[config.mk]
export PLATFORM = sky130hd
export DESIGN_NAME = layer_coinc_trigger
export DESIGN_NICKNAME = d
export VERILOG_FILES = /design/src/rtl/coinc_pkg.sv /design/src/rtl/layer_edge_detect.sv /design/src/rtl/coinc_window.sv /design/src/rtl/coinc_compare.sv /design/src/rtl/rate_scaler.sv /design/src/rtl/layer_coinc_trigger.sv
export SDC_FILE = /design/constraint.sdc
export NUM_CORES = 1
export LEC_CHECK = 0
export CORE_AREA = 2 2 109 153
export CTS_BUF_LIST = sky130_fd_sc_hd__clkbuf_16
export CTS_CLUSTER_DIAMETER = 80
export DETAILED_ROUTE_END_ITERATION = 8
export DIE_AREA = 0 0 111 155
export MAX_ROUTING_LAYER = met4
export PLACE_DENSITY = 0.83
export SYNTH_ARGS = -nofsm -noshare
export SYNTH_HDL_FRONTEND = slang
export SYNTH_SLANG_ARGS = --single-unit
[constraint.sdc]
create_clock -name clk -period 9.99 [get_ports clk]
set_input_delay 1.998 -clock clk [delete_from_list [all_inputs] [get_ports clk]]
set_output_delay 1.998 -clock clk [all_outputs]
set_load 0.01 [all_outputs]
[src/rtl/coinc_pkg.sv]
package coinc_pkg;
  localparam int HOST_AW = 4;
  localparam int HOST_DW = 32;

  localparam logic [HOST_AW-1:0] ADR_MASK    = 4'd0;
  localparam logic [HOST_AW-1:0] ADR_CFG     = 4'd1;
  localparam logic [HOST_AW-1:0] ADR_CMD     = 4'd2;
  localparam logic [HOST_AW-1:0] ADR_STAT    = 4'd3;
  localparam logic [HOST_AW-1:0] ADR_CAP     = 4'd4;
  localparam logic [HOST_AW-1:0] ADR_TRIGCNT = 4'd5;
  localparam logic [HOST_AW-1:0] ADR_PRESET0 = 4'd8;

  localparam int CMD_BIT_ATTN = 0;
  localparam int CMD_BIT_SCAL = 1;
  localparam int CFG_WIN_LSB  = 8;
  localparam int CAP_FLAG_LSB = 16;
endpackage

[src/rtl/layer_edge_detect.sv]
module layer_edge_detect #(
  parameter int LANES = 12
) (
  input  logic             clk,
  input  logic             rst,
  input  logic [LANES-1:0] lvl_in,
  output logic [LANES-1:0] rise_out
);
  for (genvar g = 0; g < LANES; g++) begin : g_lane
    logic meta_q, sync_q, prev_q;
    always_ff @(posedge clk) begin
      if (rst) begin
        meta_q <= 1'b0;
        sync_q <= 1'b0;
        prev_q <= 1'b0;
      end else begin
        meta_q <= lvl_in[g];
        sync_q <= meta_q;
        prev_q <= sync_q;
      end
    end
    assign rise_out[g] = sync_q & ~prev_q;
  end


  edge_once_chk: assert property (@(posedge clk) disable iff (rst)
    (rise_out & $past(rise_out)) == '0);
endmodule

[src/rtl/coinc_window.sv]
module coinc_window #(
  parameter int LANES = 12,
  parameter int WIN_W = 3
) (
  input  logic             clk,
  input  logic             rst,
  input  logic [LANES-1:0] hit_in,
  input  logic [WIN_W-1:0] len_m1,
  output logic             grp_done,
  output logic [LANES-1:0] grp_pattern
);
  logic             open_q;
  logic [WIN_W-1:0] left_q;
  logic [LANES-1:0] acc_q;
  logic             idle_or_last;

  assign idle_or_last = !open_q || (left_q == '0);
  assign grp_done     = open_q && (left_q == '0);
  assign grp_pattern  = acc_q;

  always_ff @(posedge clk) begin
    if (rst) begin
      open_q <= 1'b0;
      left_q <= '0;
      acc_q  <= '0;
    end else if (idle_or_last) begin
      if (|hit_in) begin
        open_q <= 1'b1;
        left_q <= len_m1;
        acc_q  <= hit_in;
      end else begin
        open_q <= 1'b0;
      end
    end else begin
      acc_q  <= acc_q | hit_in;
      left_q <= left_q - 1'b1;
    end
  end


  close_idle_chk: assert property (@(posedge clk) disable iff (rst)
    (grp_done && hit_in == '0) |=> !open_q);


  open_start_chk: assert property (@(posedge clk) disable iff (rst)
    (!open_q && hit_in != '0) |=> (open_q && acc_q == $past(hit_in)));
endmodule

[src/rtl/coinc_compare.sv]
module coinc_compare #(
  parameter int LANES   = 12,
  parameter int PRESETS = 4,
  parameter int CNT_W   = 4,
  parameter logic [PRESETS*CNT_W-1:0] PRESET_N = '0
) (
  input  logic [LANES-1:0]   pattern,
  input  logic [LANES-1:0]   mask,
  input  logic [CNT_W-1:0]   thr,
  output logic               main_hit,
  output logic [PRESETS-1:0] preset_hit
);
  logic [LANES-1:0] live;
  logic [CNT_W-1:0] cnt;

  assign live = pattern & ~mask;

  always_comb begin
    cnt = '0;
    for (int i = 0; i < LANES; i++) cnt = cnt + CNT_W'(live[i]);
  end

  assign main_hit = (cnt >= thr);

  for (genvar p = 0; p < PRESETS; p++) begin : g_preset
    assign preset_hit[p] = (cnt >= PRESET_N[p*CNT_W +: CNT_W]);
  end
endmodule

[src/rtl/rate_scaler.sv]
module rate_scaler #(
  parameter int W = 16
) (
  input  logic         clk,
  input  logic         rst,
  input  logic         clr,
  input  logic         inc,
  output logic [W-1:0] count
);
  localparam logic [W-1:0] TOP = '1;

  always_ff @(posedge clk) begin
    if (rst || clr)                  count <= '0;
    else if (inc && count != TOP)    count <= count + 1'b1;
  end


  sat_hold_chk: assert property (@(posedge clk) disable iff (rst)
    (count == TOP && !clr) |=> count == TOP);


  clr_zero_chk: assert property (@(posedge clk) disable iff (rst)
    clr |=> count == '0);
endmodule

[src/rtl/layer_coinc_trigger.sv]
module layer_coinc_trigger
  import coinc_pkg::*;
#(
  parameter int NUM_LAYERS      = 12,
  parameter int WIN_MAX         = 8,
  parameter int NUM_PRESETS     = 4,
  parameter logic [NUM_PRESETS*$clog2(NUM_LAYERS+1)-1:0] PRESET_N = 16'h8421,
  parameter int PRESET_SCALER_W = 16,
  parameter int TRIG_SCALER_W   = 24
) (
  input  logic                  clk,
  input  logic                  rst,
  input  logic [NUM_LAYERS-1:0] layer_in,
  input  logic [3:0]            host_addr,
  input  logic                  host_we,
  input  logic [31:0]           host_wdata,
  input  logic                  host_rd,
  output logic [31:0]           host_rdata,
  output logic                  trig_out,
  output logic                  host_attn
);
  localparam int CNT_W = $clog2(NUM_LAYERS + 1);
  localparam int WIN_W = $clog2(WIN_MAX);

  logic [NUM_LAYERS-1:0]  rise;
  logic                   grp_done;
  logic [NUM_LAYERS-1:0]  grp_pattern;
  logic                   main_hit;
  logic [NUM_PRESETS-1:0] preset_hit;

  logic [NUM_LAYERS-1:0]  mask_q;
  logic [CNT_W-1:0]       thr_q;
  logic [WIN_W-1:0]       winm1_q;
  logic                   attn_q;
  logic                   trig_q;
  logic [NUM_LAYERS-1:0]  cap_raw_q;
  logic [NUM_PRESETS-1:0] cap_flag_q;
  logic [HOST_DW-1:0]     rdata_q;
  logic [HOST_DW-1:0]     rd_mux;

  logic fire, pass, cmd_wr, clr_attn, clr_scal;
  logic [TRIG_SCALER_W-1:0]   trig_cnt;
  logic [PRESET_SCALER_W-1:0] preset_cnt [NUM_PRESETS];

  logic unused_wbits;
  assign unused_wbits = ^host_wdata[HOST_DW-1:CFG_WIN_LSB+WIN_W];

  function automatic logic [CNT_W-1:0] clamp_thr(input logic [CNT_W-1:0] v);
    if (v == '0)                          return CNT_W'(1);
    else if (v > CNT_W'(NUM_LAYERS))      return CNT_W'(NUM_LAYERS);
    else                                  return v;
  endfunction

  layer_edge_detect #(.LANES(NUM_LAYERS)) u_edge (
    .clk(clk), .rst(rst), .lvl_in(layer_in), .rise_out(rise)
  );

  coinc_window #(.LANES(NUM_LAYERS), .WIN_W(WIN_W)) u_win (
    .clk(clk), .rst(rst), .hit_in(rise), .len_m1(winm1_q),
    .grp_done(grp_done), .grp_pattern(grp_pattern)
  );

  coinc_compare #(
    .LANES(NUM_LAYERS), .PRESETS(NUM_PRESETS), .CNT_W(CNT_W), .PRESET_N(PRESET_N)
  ) u_cmp (
    .pattern(grp_pattern), .mask(mask_q), .thr(thr_q),
    .main_hit(main_hit), .preset_hit(preset_hit)
  );

  assign fire     = grp_done && main_hit;
  assign pass     = fire && !attn_q;
  assign cmd_wr   = host_we && (host_addr == ADR_CMD);
  assign clr_attn = cmd_wr && host_wdata[CMD_BIT_ATTN];
  assign clr_scal = cmd_wr && host_wdata[CMD_BIT_SCAL];

  // configuration registers
  always_ff @(posedge clk) begin
    if (rst) begin
      mask_q  <= '0;
      thr_q   <= CNT_W'(2);
      winm1_q <= '0;
    end else if (host_we) begin
      if (host_addr == ADR_MASK) mask_q <= host_wdata[NUM_LAYERS-1:0];
      if (host_addr == ADR_CFG) begin
        thr_q   <= clamp_thr(host_wdata[CNT_W-1:0]);
        winm1_q <= host_wdata[CFG_WIN_LSB +: WIN_W];
      end
    end
  end

  // trigger, attention and capture
  always_ff @(posedge clk) begin
    if (rst) begin
      attn_q     <= 1'b0;
      trig_q     <= 1'b0;
      cap_raw_q  <= '0;
      cap_flag_q <= '0;
    end else begin
      trig_q <= pass;
      if (fire)          attn_q <= 1'b1;
      else if (clr_attn) attn_q <= 1'b0;
      if (pass) begin
        cap_raw_q  <= grp_pattern;
        cap_flag_q <= preset_hit;
      end
    end
  end

  rate_scaler #(.W(TRIG_SCALER_W)) u_trig_scaler (
    .clk(clk), .rst(rst), .clr(clr_scal), .inc(pass), .count(trig_cnt)
  );

  for (genvar p = 0; p < NUM_PRESETS; p++) begin : g_scal
    rate_scaler #(.W(PRESET_SCALER_W)) u_scaler (
      .clk(clk), .rst(rst), .clr(clr_scal),
      .inc(grp_done && preset_hit[p]), .count(preset_cnt[p])
    );
  end

  // read mux and registered read port
  always_comb begin
    rd_mux = '0;
    case (host_addr)
      ADR_MASK: rd_mux[NUM_LAYERS-1:0] = mask_q;
      ADR_CFG: begin
        rd_mux[CNT_W-1:0]               = thr_q;
        rd_mux[CFG_WIN_LSB +: WIN_W]    = winm1_q;
      end
      ADR_STAT:    rd_mux[0] = attn_q;
      ADR_CAP: begin
        rd_mux[NUM_LAYERS-1:0]            = cap_raw_q;
        rd_mux[CAP_FLAG_LSB +: NUM_PRESETS] = cap_flag_q;
      end
      ADR_TRIGCNT: rd_mux[TRIG_SCALER_W-1:0] = trig_cnt;
      default: begin
        for (int i = 0; i < NUM_PRESETS; i++)
          if (host_addr == ADR_PRESET0 + 4'(i))
            rd_mux[PRESET_SCALER_W-1:0] = preset_cnt[i];
      end
    endcase
  end

  always_ff @(posedge clk) begin
    if (rst)          rdata_q <= '0;
    else if (host_rd) rdata_q <= rd_mux;
  end

  assign host_rdata = rdata_q;
  assign trig_out   = trig_q;
  assign host_attn  = attn_q;


  attn_sticky_chk: assert property (@(posedge clk) disable iff (rst)
    (attn_q && !clr_attn) |=> attn_q);


  trig_veto_chk: assert property (@(posedge clk) disable iff (rst)
    trig_q |-> !$past(attn_q));


  trig_single_chk: assert property (@(posedge clk) disable iff (rst)
    trig_q |=> !trig_q);


  cap_hold_chk: assert property (@(posedge clk) disable iff (rst)
    attn_q |=> ($stable(cap_raw_q) && $stable(cap_flag_q)));


  thr_range_chk: assert property (@(posedge clk) disable iff (rst)
    (thr_q != '0) && (thr_q <= CNT_W'(NUM_LAYERS)));
endmodule

Word level (Yosys, flattened, before mapping). Index checks and enable logic that the tools add are counted.

Mux-type cells: 21. Bitwise logic cells: 27. Equal/unequal tests: 15. Reduce and logical (&&, ||, !) cells: 28. Add/sub/neg operators: 17. Magnitude comparators: 6.

Operators with widths (number): 16-bit by 1-bit adder with 16-bit output, second input constant (4); 16-bit two-way mux (4); 16-bit inequality test, second input constant (4); 4-bit by 1-bit adder with 4-bit output (10); 3-bit one-hot mux with 5 select lines (2); 24-bit by 1-bit adder with 24-bit output, second input constant (1); 12-bit two-way mux (2); 24-bit inequality test, second input constant (1); 4-bit equality test, second input constant (4); 4-bit one-hot mux with 2 select lines (2); 4-bit one-hot mux with 4 select lines (1); 1-bit logical AND (15); 1-bit AND (12); 12-bit AND (1); 4-bit two-way mux (3); 1-bit NOT (12); 12-bit NOT (1); 12-bit OR (1); 12-bit OR reduction (1); 4-bit by 2-bit equality test with 1-bit output, second input constant (2); 4-bit by 3-bit equality test with 1-bit output, second input constant (2); 4-bit zero test (2); 3-bit two-way mux (2); 1-bit one-hot mux with 5 select lines (1); 19 further kinds (24).

Word-level logic and storage cells: 166. Input bits: 52. Register bits: 201. Output and inout bits: 34.

Longest topological paths before layout. Gate-level depths: netlist (run 1).

Depth after elaboration: 17. Depth in mapped cells: 21. Gate-level depth less buffers: 19.

By module. From an unflattened synthesis (run 1), not the netlist that was laid out.

Cells, all modules: 1122. Area, all modules: 10197.3 um2.

By module, submodules not included: layer_coinc_trigger (seq. area each 1221.2 um2, instances 1, area each 3422.0 um2, cells each 386); rate_scaler (g_scal[0].u_scaler ...) (seq. area each 320.3 um2, instances 4, area each 847.1 um2, cells each 95); rate_scaler (u_trig_scaler) (seq. area each 480.5 um2, instances 1, area each 1236.2 um2, cells each 145); layer_edge_detect (seq. area each 720.7 um2, instances 1, area each 1069.8 um2, cells each 87); coinc_window (seq. area each 320.3 um2, instances 1, area each 659.4 um2, cells each 72); coinc_compare (seq. area each 0.0 um2, instances 1, area each 421.7 um2, cells each 52).

Worst setup path after synthesis (run 1). No wires, ideal clock.

Path kind: register to register. Start point: reg u_win.acc_q[0] (netlist: u_win.grp_pattern[0]). End point: reg u_trig_scaler.count[10]. Data arrival time: 5064 ps. Required time: 9920 ps. Stages on the path, launching flop included: 20. Period minus slack after synthesis: 5134 ps. Path buffers: 0. Setup time: 70 ps. Path slack: 4856 ps. Cells stage by stage: dfxtp_1 > nor2b_1 > ha_1 > inv_1 > fa_1 > fa_1 > inv_1 > fa_1 > inv_1 > fa_1 > fa_1 > nand2b_1 > and2_1 > ha_1 > o21ai_0 > a21oi_2 > nand3b_4 > or3_4 > or3_1 > a21oi_1.

Word-level cells in the longest chain between the ends: 16.

Ends and longest elaborated chain: start, declared (RTL line coinc_window.sv:14) `logic [LANES-1:0] acc_q;`; start signal, assigned (RTL line coinc_window.sv:30) `acc_q <= hit_in;`; start signal, assigned (RTL line coinc_window.sv:35) `acc_q <= acc_q | hit_in;`; 12-bit AND (RTL line coinc_compare.sv:16) `assign live = pattern & ~mask;`; 1-bit by 1-bit adder with 2-bit output (RTL line coinc_compare.sv:20) `for (int i = 0; i < LANES; i++) cnt = cnt + CNT_W'(live[i]);`; 4-bit by 1-bit adder with 4-bit output (10 in a row) (RTL line coinc_compare.sv:20); 4-bit greater-or-equal comparator (RTL line coinc_compare.sv:23) `assign main_hit = (cnt >= thr);`; 1-bit logical AND (RTL line layer_coinc_trigger.sv:70) `assign fire = grp_done && main_hit;`; 1-bit logical AND (RTL line layer_coinc_trigger.sv:71) `assign pass = fire && !attn_q;`; 1-bit logical AND (RTL line rate_scaler.sv:14) `else if (inc && count != TOP) count <= count + 1'b1;`; end signal, assigned (RTL line rate_scaler.sv:14); end, declared (RTL line rate_scaler.sv:8) `output logic [W-1:0] count`.

Every way passes these cells. A chain may end at the register's enable or synchronous reset.

Worst setup path after layout (run 1).
Start point: reg mask_q[1]. End point: reg u_trig_scaler.count[21].

Word-level cells in the longest chain between the ends: 17.

Ends and longest elaborated chain: start, declared (RTL line layer_coinc_trigger.sv:31) `logic [NUM_LAYERS-1:0] mask_q;`; start signal, assigned (RTL line layer_coinc_trigger.sv:83) `if (host_addr == ADR_MASK) mask_q <= host_wdata[NUM_LAYERS-1:0];`; 12-bit NOT (RTL line coinc_compare.sv:16); 12-bit AND (RTL line coinc_compare.sv:16); 1-bit by 1-bit adder with 2-bit output (RTL line coinc_compare.sv:20); 4-bit by 1-bit adder with 4-bit output (10 in a row) (RTL line coinc_compare.sv:20); 4-bit greater-or-equal comparator (RTL line coinc_compare.sv:23); 1-bit logical AND (RTL line layer_coinc_trigger.sv:70); 1-bit logical AND (RTL line layer_coinc_trigger.sv:71); 1-bit logical AND (RTL line rate_scaler.sv:14).

Every way passes these cells.

==> summary.txt, run 1 <==
status - complete, no violations
pwr/cell area - 162 mW/mm²
CTS Buf Count - 20
P_sw - 0.417 mW
H-tree depth - 1
Pint - 1.34 mW
crit path max fanout - 29
RR Endpoint - u_trig_scaler.count[21]$_SDFFE_PP0P_
Synth Instances - 1114
hold crit path type - reg -> reg
RSZ-0062 raised after global routing - no
Resized cells post-CTS - 0
reg-to-reg critical path startpoint - mask_q[1]$_SDFFE_PP0P_
Sw Ratio - 0.237
total stage count of the critical path - 19
Die Area - 0.0172 mm²
number of flops mapped to enable cells by yosys - 0
FF-to-FF setup slack - 3.80 ns
critical path startpoint category - flop
postcts setup bufs - 0
first-iteration detailed-routing DRC count - 635
Rows - 55
max reg flops - 64
Worst EP arrival - 6.61 ns
worst setup path category - reg -> reg
Area after DPL - 0.0102 mm²
mux cell area share after synthesis - 0.0476
CP max-delay cell - and3b_1
Post-Synth XOR/XNOR Area - 0.0630
Clk pwr share - 0.434
antenna viol nets, final - 0
total clock sinks - 201
Routed WL per cell - 16.7 µm
worst slew pin tran - 1.02 ns
Worst-path clk slew - 0.06 ns
post-layout min period - 6.19 ns
Hold Path Stages - 1
Avg Vias per Cell - 5.85
VDD IR max - 146 µV
Setup crit end kind - flop
Routed Wire Length - 22500 µm
Detailed Place HPWL - 15900 µm
critical path required time - 10.41 ns
Hold Violations, Final - 0
synthesis-stage register bit count - 201
total of max-cap violations - 0
logic gate share of total power - 0.092
top cells by count, synth - 201 x dfxtp_1, 140 x nor2_1, 86 x a21oi_1
Synth Area in Compound Gates - 0.115
Setup Total Neg Slack - 0 ns
Clock Latency Late Sink - 0.49 ns
Final setup viols - 0
share of cells above drive strength 1 - 0.0504
cell mode on critical path - fa_1
Ys Warns - 0
Root Driver - clkbuf_16
# IOs - 86
vias in the first global route - 7620
Final Cell Area - 0.0108 mm²
hold_buf cts - 0
leakage power - 3.92 nW
Die H - 155 µm
Main synth FF type - dfxtp_1
Initial Util - 0.604
Synth async-reset ratio - 0
Final Max Slew Viols - 0
CTS tree - built
Largest Register - g_scal.u_scaler.count
Post-Syn Area - 0.00960 mm²
Hold Crit Start - u_edge.g_lane[5].meta_q$_SDFF_PP0_
drt pass-1 iters - 5
Synth top area share - 0.419
die width - 111 µm
count leader, synth - dfxtp_1
fmax - 162 MHz
R2R depth - 19
Tcrit/Tclk final - 0.620
initial antenna violation count - 0
area leader, netlist - dfxtp_1
slew margin rel. - 0.320
area share of and/or/nand/nor cells after synthesis - 0.277
pin count of the biggest net entering global routing - 82
main combinational cell family by area after synthesis - simple AND/OR/NAND/NOR gates
CTS Buffer Depth - 3
NumNets Final - 1213
Hold EP - u_edge.g_lane[5].sync_q$_SDFF_PP0_
port bufs - 57
family with the most delay on the worst path - adder cells
Total Power - 1.76 mW
worst clock skew - 0.0128 ns
Layout area overhead - 12.9%
core area - 0.0159 mm²
Buf+Inv Stages, Crit Path - 3
Avg Inst Size Synth - 8.61 µm²
Congestion Overflow GR - 0
first-pass GRT wire length - 37000 µm
Netlist cell types - 65
Max stage delay on crit path - 0.88 ns
post-synthesis sequential area ratio - 0.419
vias post-DR - 7901
DRC Markers - 0
synth top area cells - dfxtp_1 42%, nor2_1 5.5%, a21oi_1 4.5%, nor2b_1 4.4%, mux2i_1 3.2%
Synth Area in Adders - 0.0342
Sequential Power Share - 0.475
GRT Total Usage - 0.267
number of inserted diodes - 0
crit path cell chain - nor2b_1 -> ha_1 -> inv_1 -> fa_1 -> fa_1 -> inv_1 -> fa_1 -> inv_1 -> fa_1 -> fa_1 -> nand2b_1 -> and2_1 -> ha_1 -> o21ai_0 -> a21oi_2 -> and3b_1 -> nand3_1 -> or3_1 -> a21oi_1
routability cong. - 0.929
==> metrics by stage <==
| step | utilization | hold slack, ns | setup slack [ns] | cells |
|---|---|---|---|---|
| floorplan | - | 0.414 | 4.86 | 1121 |
| global placement | 0.640 | 0.416 | 3.89 | 1316 |
| detailed placement | 0.640 | 0.422 | 3.81 | 1316 |
| CTS | 0.682 | 0.435 | 3.79 | 1350 |
| global route | 0.682 | 0.447 | 3.36 | 1350 |
| finish | 0.682 | 0.434 | 3.80 | 1350 |
==> worst max-delay path by stage <==
| stage | startpoint | end | slack (ns) |
|---|---|---|---|
| after floorplan | u_win.grp_pattern[0]$_SDFFE_PP0P_ | u_trig_scaler.count[10]$_SDFFE_PP0P_ | 4.86 |
| after global routing | u_win.grp_pattern[1]$_SDFFE_PP0P_ | u_trig_scaler.count[21]$_SDFFE_PP0P_ | 3.36 |
| after detailed placement | u_win.grp_pattern[0]$_SDFFE_PP0P_ | u_trig_scaler.count[23]$_SDFFE_PP0P_ | 3.81 |
| after CTS | u_win.grp_pattern[0]$_SDFFE_PP0P_ | u_trig_scaler.count[21]$_SDFFE_PP0P_ | 3.79 |
| after global placement | u_win.grp_pattern[0]$_SDFFE_PP0P_ | u_trig_scaler.count[21]$_SDFFE_PP0P_ | 3.89 |
| final | mask_q[1]$_SDFFE_PP0P_ | u_trig_scaler.count[21]$_SDFFE_PP0P_ | 3.80 |
==> layer usage <==
| layer | share of wire | up-vias | track usage |
|---|---|---|---|
| li1 | - | 3903 | - |
| met5 | 0 | - | - |
| met2 | 0.49 | 272 | 0.453 |
| met1 | 0.40 | 3660 | 0.307 |
| met3 | 0.051 | 66 | 0.0308 |
| met4 | 0.054 | 0 | 0.149 |
==> logic make-up (layout without fill, tap and decap cells) <==
kind of cell	after synthesis	in the layout
adders and majority gates	22	22
buffers and inverters	94	124
AOI/OAI and AO/OA	181	181
xor gates and xnor gates	69	69
and+or+nand+nor	506	506
muxes	40	40
DFF	201	201
other	1	8
==> area by class of cell <==
type	instances	area, µm²
tap	199	249
fill	1278	5060
clock inverter	13	138
sequential	201	4020
multi-input combinational	826	5190
inverter	26	97.6
clock buffer	21	526
timing repair buffer	64	616
==> power by group through the flow <==
stage	Combinational, mW	Sequential, mW	Clock (mW)
after detailed placement	0.159	0.852	0
after CTS	0.160	0.834	0.772
after global placement	0.155	0.851	0
after global routing	0.176	0.836	0.804
after floorplan	0.111	0.849	0
final	0.161	0.834	0.762
==> layout by cell type, fill, tap and decap left out, types with 8 or more instances in the layout <==
cell type        count
nor4_1              13
nand2b_1            37
nor3_1              23
ha_1                15
nor3b_1              8
a221o_1             10
and3_1              16
mux2i_1             31
or3_1               11
xor2_1              35
xnor2_1             34
nand2_1             71
clkdlybuf4s50_1     55
nor2b_1             67
clkbuf_16           21
nor2_1             140
inv_1               29
nand4_1             28
dfxtp_1            201
nand3_1             56
buf_4                8
a21oi_1             86
conb_1               8
o21ai_0             35
and4_1               8
Note: power is estimated with default switching activity, not from simulation.
==> run 2, diff against run 1 <==
--- a/config.mk
+++ b/config.mk
@@ -5,13 +5,13 @@
 export SDC_FILE = /design/constraint.sdc
 export NUM_CORES = 1
 export LEC_CHECK = 0
-export CORE_AREA = 2 2 109 153
+export CORE_AREA = 2 2 112 158
 export CTS_BUF_LIST = sky130_fd_sc_hd__clkbuf_16
 export CTS_CLUSTER_DIAMETER = 80
 export DETAILED_ROUTE_END_ITERATION = 8
-export DIE_AREA = 0 0 111 155
+export DIE_AREA = 0 0 114 160
 export MAX_ROUTING_LAYER = met4
-export PLACE_DENSITY = 0.83
+export PLACE_DENSITY = 0.79
 export SYNTH_ARGS = -nofsm -noshare
 export SYNTH_HDL_FRONTEND = slang
 export SYNTH_SLANG_ARGS = --single-unit
==> constraint.sdc (replaced) <==
create_clock -name clk -period 5.9 [get_ports clk]
set_input_delay 1.18 -clock clk [delete_from_list [all_inputs] [get_ports clk]]
set_output_delay 1.18 -clock clk [all_outputs]
set_load 0.01 [all_outputs]
==> summary.txt, run 2 (synthesized netlist as in run 1, its figures left out) <==
share of cells above drive strength 1 - 0.0554 (+0.00497)
hold_buf cts - 0 (unchanged)
Worst Slack Setup Final - 0.323 ns (-3.48 ns)
P_sw - 0.711 mW (+70%)
H-tree depth - 1 (unchanged)
Layout area overhead - 13.4%
Hold Crit Start - u_edge.g_lane[2].meta_q$_SDFF_PP0_
antenna viol nets, final - 0 (unchanged)
Tcrit/Tclk final - 0.945 (+0.326)
CP max-delay cell - fa_1
most common cell after layout, fill and taps aside - dfxtp_1
slew margin rel. - 0.457 (+0.137)
vias post-DR - 7866 (-0.44%)
Avg Vias per Cell - 5.78 (-1.3%)
crit path cell chain - nor2b_1 -> ha_1 -> inv_1 -> fa_1 -> fa_1 -> inv_1 -> fa_1 -> inv_1 -> fa_1 -> fa_1 -> nand2b_1 -> and2_1 -> ha_1 -> o21ai_0 -> a21oi_2 -> and3b_1 -> nand3_1 -> or3_1 -> a21oi_1
logic gate share of total power - 0.093 (about the same)
Die Area - 0.0182 mm² (+6.0%)
vias in the first global route - 7483 (-1.8%)
WHS - 0.434 ns (+0.000225 ns)
core area - 0.0170 mm² (+6.8%)
Setup crit end kind - flop
Area after DPL - 0.0102 mm² (+0.31%)
Worst-path clk slew - 0.07 ns (about the same)
Root Driver - clkbuf_16
postcts setup bufs - 0 (unchanged)
Setup Total Neg Slack - 0 ns (unchanged)
Inst Count DP - 1326 (+0.76%)
Die H - 160 µm (+3.2%)
worst slew pin tran - 0.813 ns (-0.207 ns)
Final Util - 0.641 (-0.0407)
RSZ-0062 raised after global routing - no
drt pass-1 iters - 5 (unchanged)
worst setup path category - reg -> reg
Congestion Overflow GR - 0 (unchanged)
Hold Violations, Final - 0 (unchanged)
FF-to-FF setup slack - 0.32 ns (-3.48 ns)
first-pass GRT wire length - 36600 µm (-0.99%)
commonest non-fill, non-tap cells in the layout - 201 x dfxtp_1, 140 x nor2_1, 86 x a21oi_1, 71 x nand2_1, 67 x nor2b_1
leakage power - 3.95 nW (+0.65%)
total of max-cap violations - 0 (unchanged)
Detailed Place HPWL - 16000 µm (+0.89%)
reg-to-reg critical path startpoint - u_win.grp_pattern[1]$_SDFFE_PP0P_
Clk pwr share - 0.435 (about the same)
number of inserted diodes - 0 (unchanged)
initial antenna violation count - 0 (unchanged)
Rows - 57 (+3.6%)
pwr/cell area - 275 mW/mm² (+69%)
Final setup viols - 0 (unchanged)
RR Endpoint - u_trig_scaler.count[21]$_SDFFE_PP0P_
Max stage delay on crit path - 0.54 ns (-0.34 ns)
family with the most delay on the worst path - adder cells
Sw Ratio - 0.238 (+0.000604)
Total Power - 2.99 mW (+70%)
Final Cell Area - 0.0109 mm² (+0.40%)
Sequential Power Share - 0.472 (-0.003)
post-layout min period - 5.58 ns (-0.613 ns)
CTS tree - built
area of the multi-input gates - 0.00519 mm² (unchanged)
fillers - 1446 (+13%)
# IOs - 86 (unchanged)
total stage count of the critical path - 19 (unchanged)
VDD IR max - 188 µV (+29%)
Pint - 2.28 mW (+70%)
crit path max fanout - 9 (-69%)
Initial Util - 0.565 (-0.0383)
Hold Path Stages - 1 (unchanged)
Hold EP - u_edge.g_lane[2].sync_q$_SDFF_PP0_
die width - 114 µm (+2.7%)
total clock sinks - 201 (unchanged)
DRC Markers - 0 (unchanged)
Largest Register - g_scal.u_scaler.count
Resized cells post-CTS - 0 (unchanged)
pin count of the biggest net entering global routing - 65 (-21%)
critical path startpoint category - flop
max reg flops - 64 (unchanged)
Routed WL per cell - 16.5 µm (-1.3%)
NumNets Final - 1216 (+0.25%)
fmax - 179 MHz (+11%)
Final Max Slew Viols - 0 (unchanged)
pre-CTS setup slack - 0.343 ns (-3.47 ns)
R2R depth - 19 (unchanged)
cell mode on critical path - fa_1
first-iteration detailed-routing DRC count - 580 (-8.7%)
Clock Latency Late Sink - 0.49 ns (about the same)
Worst EP arrival - 6.00 ns (-0.61 ns)
CTS Buffer Depth - 3 (unchanged)
worst clock skew - 0.00886 ns (-0.00391 ns)
critical path required time - 6.32 ns (-4.09 ns)
post-route insts no fill - 1362 (+0.89%)
port bufs - 57 (unchanged)
hold crit path type - reg -> reg
GRT Total Usage - 0.254 (-0.0127)
Sequential Area - 0.00402 mm² (unchanged)
Routed Wire Length - 22400 µm (-0.44%)
CTS Buf Count - 20 (unchanged)
status - complete, no violations
Buf+Inv Stages, Crit Path - 3 (unchanged)
routability cong. - 0.915 (-1.5%)
==> run 2: final cells by class <==
type                            instances  area share
Multi-Input combinational cell        826       0.477
Sequential cell                       201       0.370
Timing Repair Buffer                   67      0.0586
Clock buffer                           21      0.0483
Tap cell                              206      0.0237
Clock inverter                         15      0.0138
Inverter                               26     0.00897
==> run 2: how the worst max path moves through the flow <==
stage                                      startpoint                              endpoint  slack (ns)
finish              u_win.grp_pattern[1]$_SDFFE_PP0P_  u_trig_scaler.count[21]$_SDFFE_PP0P_        0.32
global route        u_win.grp_pattern[1]$_SDFFE_PP0P_  u_trig_scaler.count[21]$_SDFFE_PP0P_       0.001
CTS                 u_win.grp_pattern[1]$_SDFFE_PP0P_  u_trig_scaler.count[21]$_SDFFE_PP0P_        0.32
detailed placement  u_win.grp_pattern[1]$_SDFFE_PP0P_  u_trig_scaler.count[21]$_SDFFE_PP0P_        0.34
global placement    u_win.grp_pattern[0]$_SDFFE_PP0P_  u_trig_scaler.count[21]$_SDFFE_PP0P_        0.45
floorplan           u_win.grp_pattern[0]$_SDFFE_PP0P_  u_trig_scaler.count[10]$_SDFFE_PP0P_        0.77
==> run 2: per-layer routing <==
layer / global-route usage / part of all wire / vias up
met5: - / 0 / -
met4: 0.138 / 0.062 / 0
met3: 0.0357 / 0.049 / 75
met2: 0.420 / 0.49 / 219
met1: 0.295 / 0.40 / 3674
li1: - / - / 3898
==> run 2: power groups by stage <==
stage	Combinational [mW]	Sequential (mW)	Clock (mW)
floorplan	0.188	1.44	0
global placement	0.269	1.44	0
detailed placement	0.274	1.44	0
CTS	0.276	1.41	1.32
global route	0.307	1.41	1.38
finish	0.277	1.41	1.30
==> run 3, diff against run 2 <==
--- a/config.mk
+++ b/config.mk
@@ -5,11 +5,11 @@
 export SDC_FILE = /design/constraint.sdc
 export NUM_CORES = 1
 export LEC_CHECK = 0
-export CORE_AREA = 2 2 112 158
+export CORE_AREA = 2 2 132 134
 export CTS_BUF_LIST = sky130_fd_sc_hd__clkbuf_16
 export CTS_CLUSTER_DIAMETER = 80
 export DETAILED_ROUTE_END_ITERATION = 8
-export DIE_AREA = 0 0 114 160
+export DIE_AREA = 0 0 134 136
 export MAX_ROUTING_LAYER = met4
 export PLACE_DENSITY = 0.79
 export SYNTH_ARGS = -nofsm -noshare
==> summary.txt, run 3 (synthesized netlist as in run 1, its figures left out) <==
status - complete, no violations
commonest non-fill, non-tap cells in the layout - 201 x dfxtp_1, 140 x nor2_1, 86 x a21oi_1, 71 x nand2_1, 67 x nor2b_1
RSZ-0062 raised after global routing - no
pre-CTS setup slack - 0.376 ns (+0.0328 ns)
crit path max fanout - 13 (+4)
max reg flops - 64 (unchanged)
CTS tree - built
CTS Buffer Depth - 3 (unchanged)
grt met1 use - 0.327 (+0.0320)
Initial Util - 0.569 (+0.00327)
most common cell after layout, fill and taps aside - dfxtp_1
slew margin rel. - 0.441 (-0.0154)
H-tree depth - 1 (unchanged)
port bufs - 57 (unchanged)
pin count of the biggest net entering global routing - 80 (+23%)
first-pass GRT wire length - 37300 µm (+2.0%)
core area - 0.0169 mm² (-0.58%)
Layout area overhead - 14.2%
Hold Crit Start - u_edge.g_lane[11].meta_q$_SDFF_PP0_
Root Driver - clkbuf_16
initial antenna violation count - 0 (unchanged)
met3 Usage GRT - 0.0395 (+0.00385)
critical path required time - 6.33 ns (about the same)
vias in the first global route - 7516 (+0.44%)
Largest Register - g_scal.u_scaler.count
fillers - 1379 (-4.6%)
Detailed Place HPWL - 15900 µm (-0.84%)
GRT Total Usage - 0.259 (+0.00532)
Rows - 48 (-16%)
# IOs - 86 (unchanged)
Setup crit end kind - flop
Worst-path clk slew - 0.06 ns (about the same)
number of inserted diodes - 0 (unchanged)
vias post-DR - 8004 (+1.8%)
post-route insts no fill - 1385 (+1.7%)
Worst EP arrival - 5.99 ns (about the same)
die width - 134 µm (+18%)
fmax - 180 MHz (+0.25%)
routability cong. - 0.935 (+2.2%)
share of cells above drive strength 1 - 0.0552 (-0.000191)
Final Cell Area - 0.0110 mm² (+0.69%)
DRC Markers - 0 (unchanged)
hold_buf cts - 0 (unchanged)
CP Launch Point - u_win.grp_pattern[1]$_SDFFE_PP0P_
Sequential Area - 0.00402 mm² (unchanged)
total clock sinks - 201 (unchanged)
CTS Buf Count - 22 (+10%)
grt peak-use layer - met2
Congestion Overflow GR - 0 (unchanged)
Die H - 136 µm (-15%)
post-layout min period - 5.56 ns (-0.0137 ns)
Final Max Slew Viols - 0 (unchanged)
critical path startpoint category - flop
worst clock skew - 0.0114 ns (+0.00256 ns)
Routed Wire Length - 22900 µm (+2.2%)
met2 usage - 0.420 (about the same)
drt pass-1 iters - 5 (unchanged)
Inst Count DP - 1346 (+1.5%)
Setup Total Neg Slack - 0 ns (unchanged)
Avg Vias per Cell - 5.78 (about the same)
Area after DPL - 0.0102 mm² (+0.31%)
NumNets Final - 1219 (+0.25%)
Final setup viols - 0 (unchanged)
reg-to-reg critical path startpoint - u_win.grp_pattern[1]$_SDFFE_PP0P_
Total Power - 3.07 mW (+2.6%)
leakage power - 3.98 nW (+0.98%)
worst setup path category - reg -> reg
first-iteration detailed-routing DRC count - 653 (+13%)
hold crit path type - reg -> reg
antenna viol nets, final - 0 (unchanged)
Resized cells post-CTS - 0 (unchanged)
Tcrit/Tclk final - 0.943 (-0.00232)
Worst Slack Setup Final - 0.337 ns (+0.0137 ns)
Clock Latency Late Sink - 0.51 ns (+0.02 ns)
Routed WL per cell - 16.5 µm (+0.51%)
Hold Violations, Final - 0 (unchanged)
Die Area - 0.0182 mm² (about the same)
worst slew pin tran - 0.836 ns (+0.0230 ns)
VDD IR max - 204 µV (+8.7%)
postcts setup bufs - 0 (unchanged)
pwr/cell area - 280 mW/mm² (+1.9%)
area of the multi-input gates - 0.00519 mm² (unchanged)
total of max-cap violations - 0 (unchanged)
## run 3: cell types whose count changed in the layout (fill, tap and decap cells not counted), sizes merged
| cell | change |
|---|---|
| clkinv | -1 |
| clkbuf | +2 |
| clkinvlp | -1 |
| buf | +1 |
| inv | +3 |
## run 3: worst paths after layout
kind                                           to  slack [ns]  cells past startpoint
min reg2reg   u_edge.g_lane[11].sync_q$_SDFF_PP0_        0.43                      1
max reg2reg  u_trig_scaler.count[10]$_SDFFE_PP0P_        0.34                     19
max          u_trig_scaler.count[10]$_SDFFE_PP0P_        0.34                     19
min           u_edge.g_lane[11].sync_q$_SDFF_PP0_        0.43                      1
## run 3: stage by stage
stage / hold slack (ns) / util
after floorplan: 0.414 / -
after global placement: 0.419 / 0.607
after detailed placement: 0.421 / 0.607
after CTS: 0.434 / 0.649
after global routing: 0.451 / 0.649
final: 0.433 / 0.649
## run 3: area by class of cell
| type | instances | share of cell area |
|---|---|---|
| clock buffers | 23 | 0.0525 |
| clock inverters | 16 | 0.0131 |
| inverters | 26 | 0.00891 |
| multi-input cells | 826 | 0.474 |
| flip-flops and latches | 201 | 0.367 |
| well taps | 225 | 0.0257 |
| repair buffers | 68 | 0.0589 |
## run 3: layer usage
layer,up-vias,share of wire
met1,3791,0.43
met3,54,0.062
li1,3911,-
met2,248,0.47
met4,0,0.037
met5,-,0
## run 3: report_power, final
group	internal, mW	leakage [nW]	switching [mW]
clock	0.831	0.374	0.540
sequential	1.39	1.63	0.0233
combinational	0.112	1.98	0.169
## run 3: worst max-delay path, stage by stage, from the launching register on
cell	delay, ns
dfxtp_1	0.34
nor2b_1	0.14
ha_1	0.27
inv_1	0.05
fa_1	0.50
fa_1	0.56
inv_1	0.06
fa_1	0.54
inv_1	0.06
fa_1	0.49
fa_1	0.40
nand2b_1	0.20
and2_1	0.17
ha_1	0.26
o21ai_0	0.10
a21oi_2	0.25
nand3b_4	0.20
or3_4	0.44
or3_1	0.32
a21oi_1	0.14
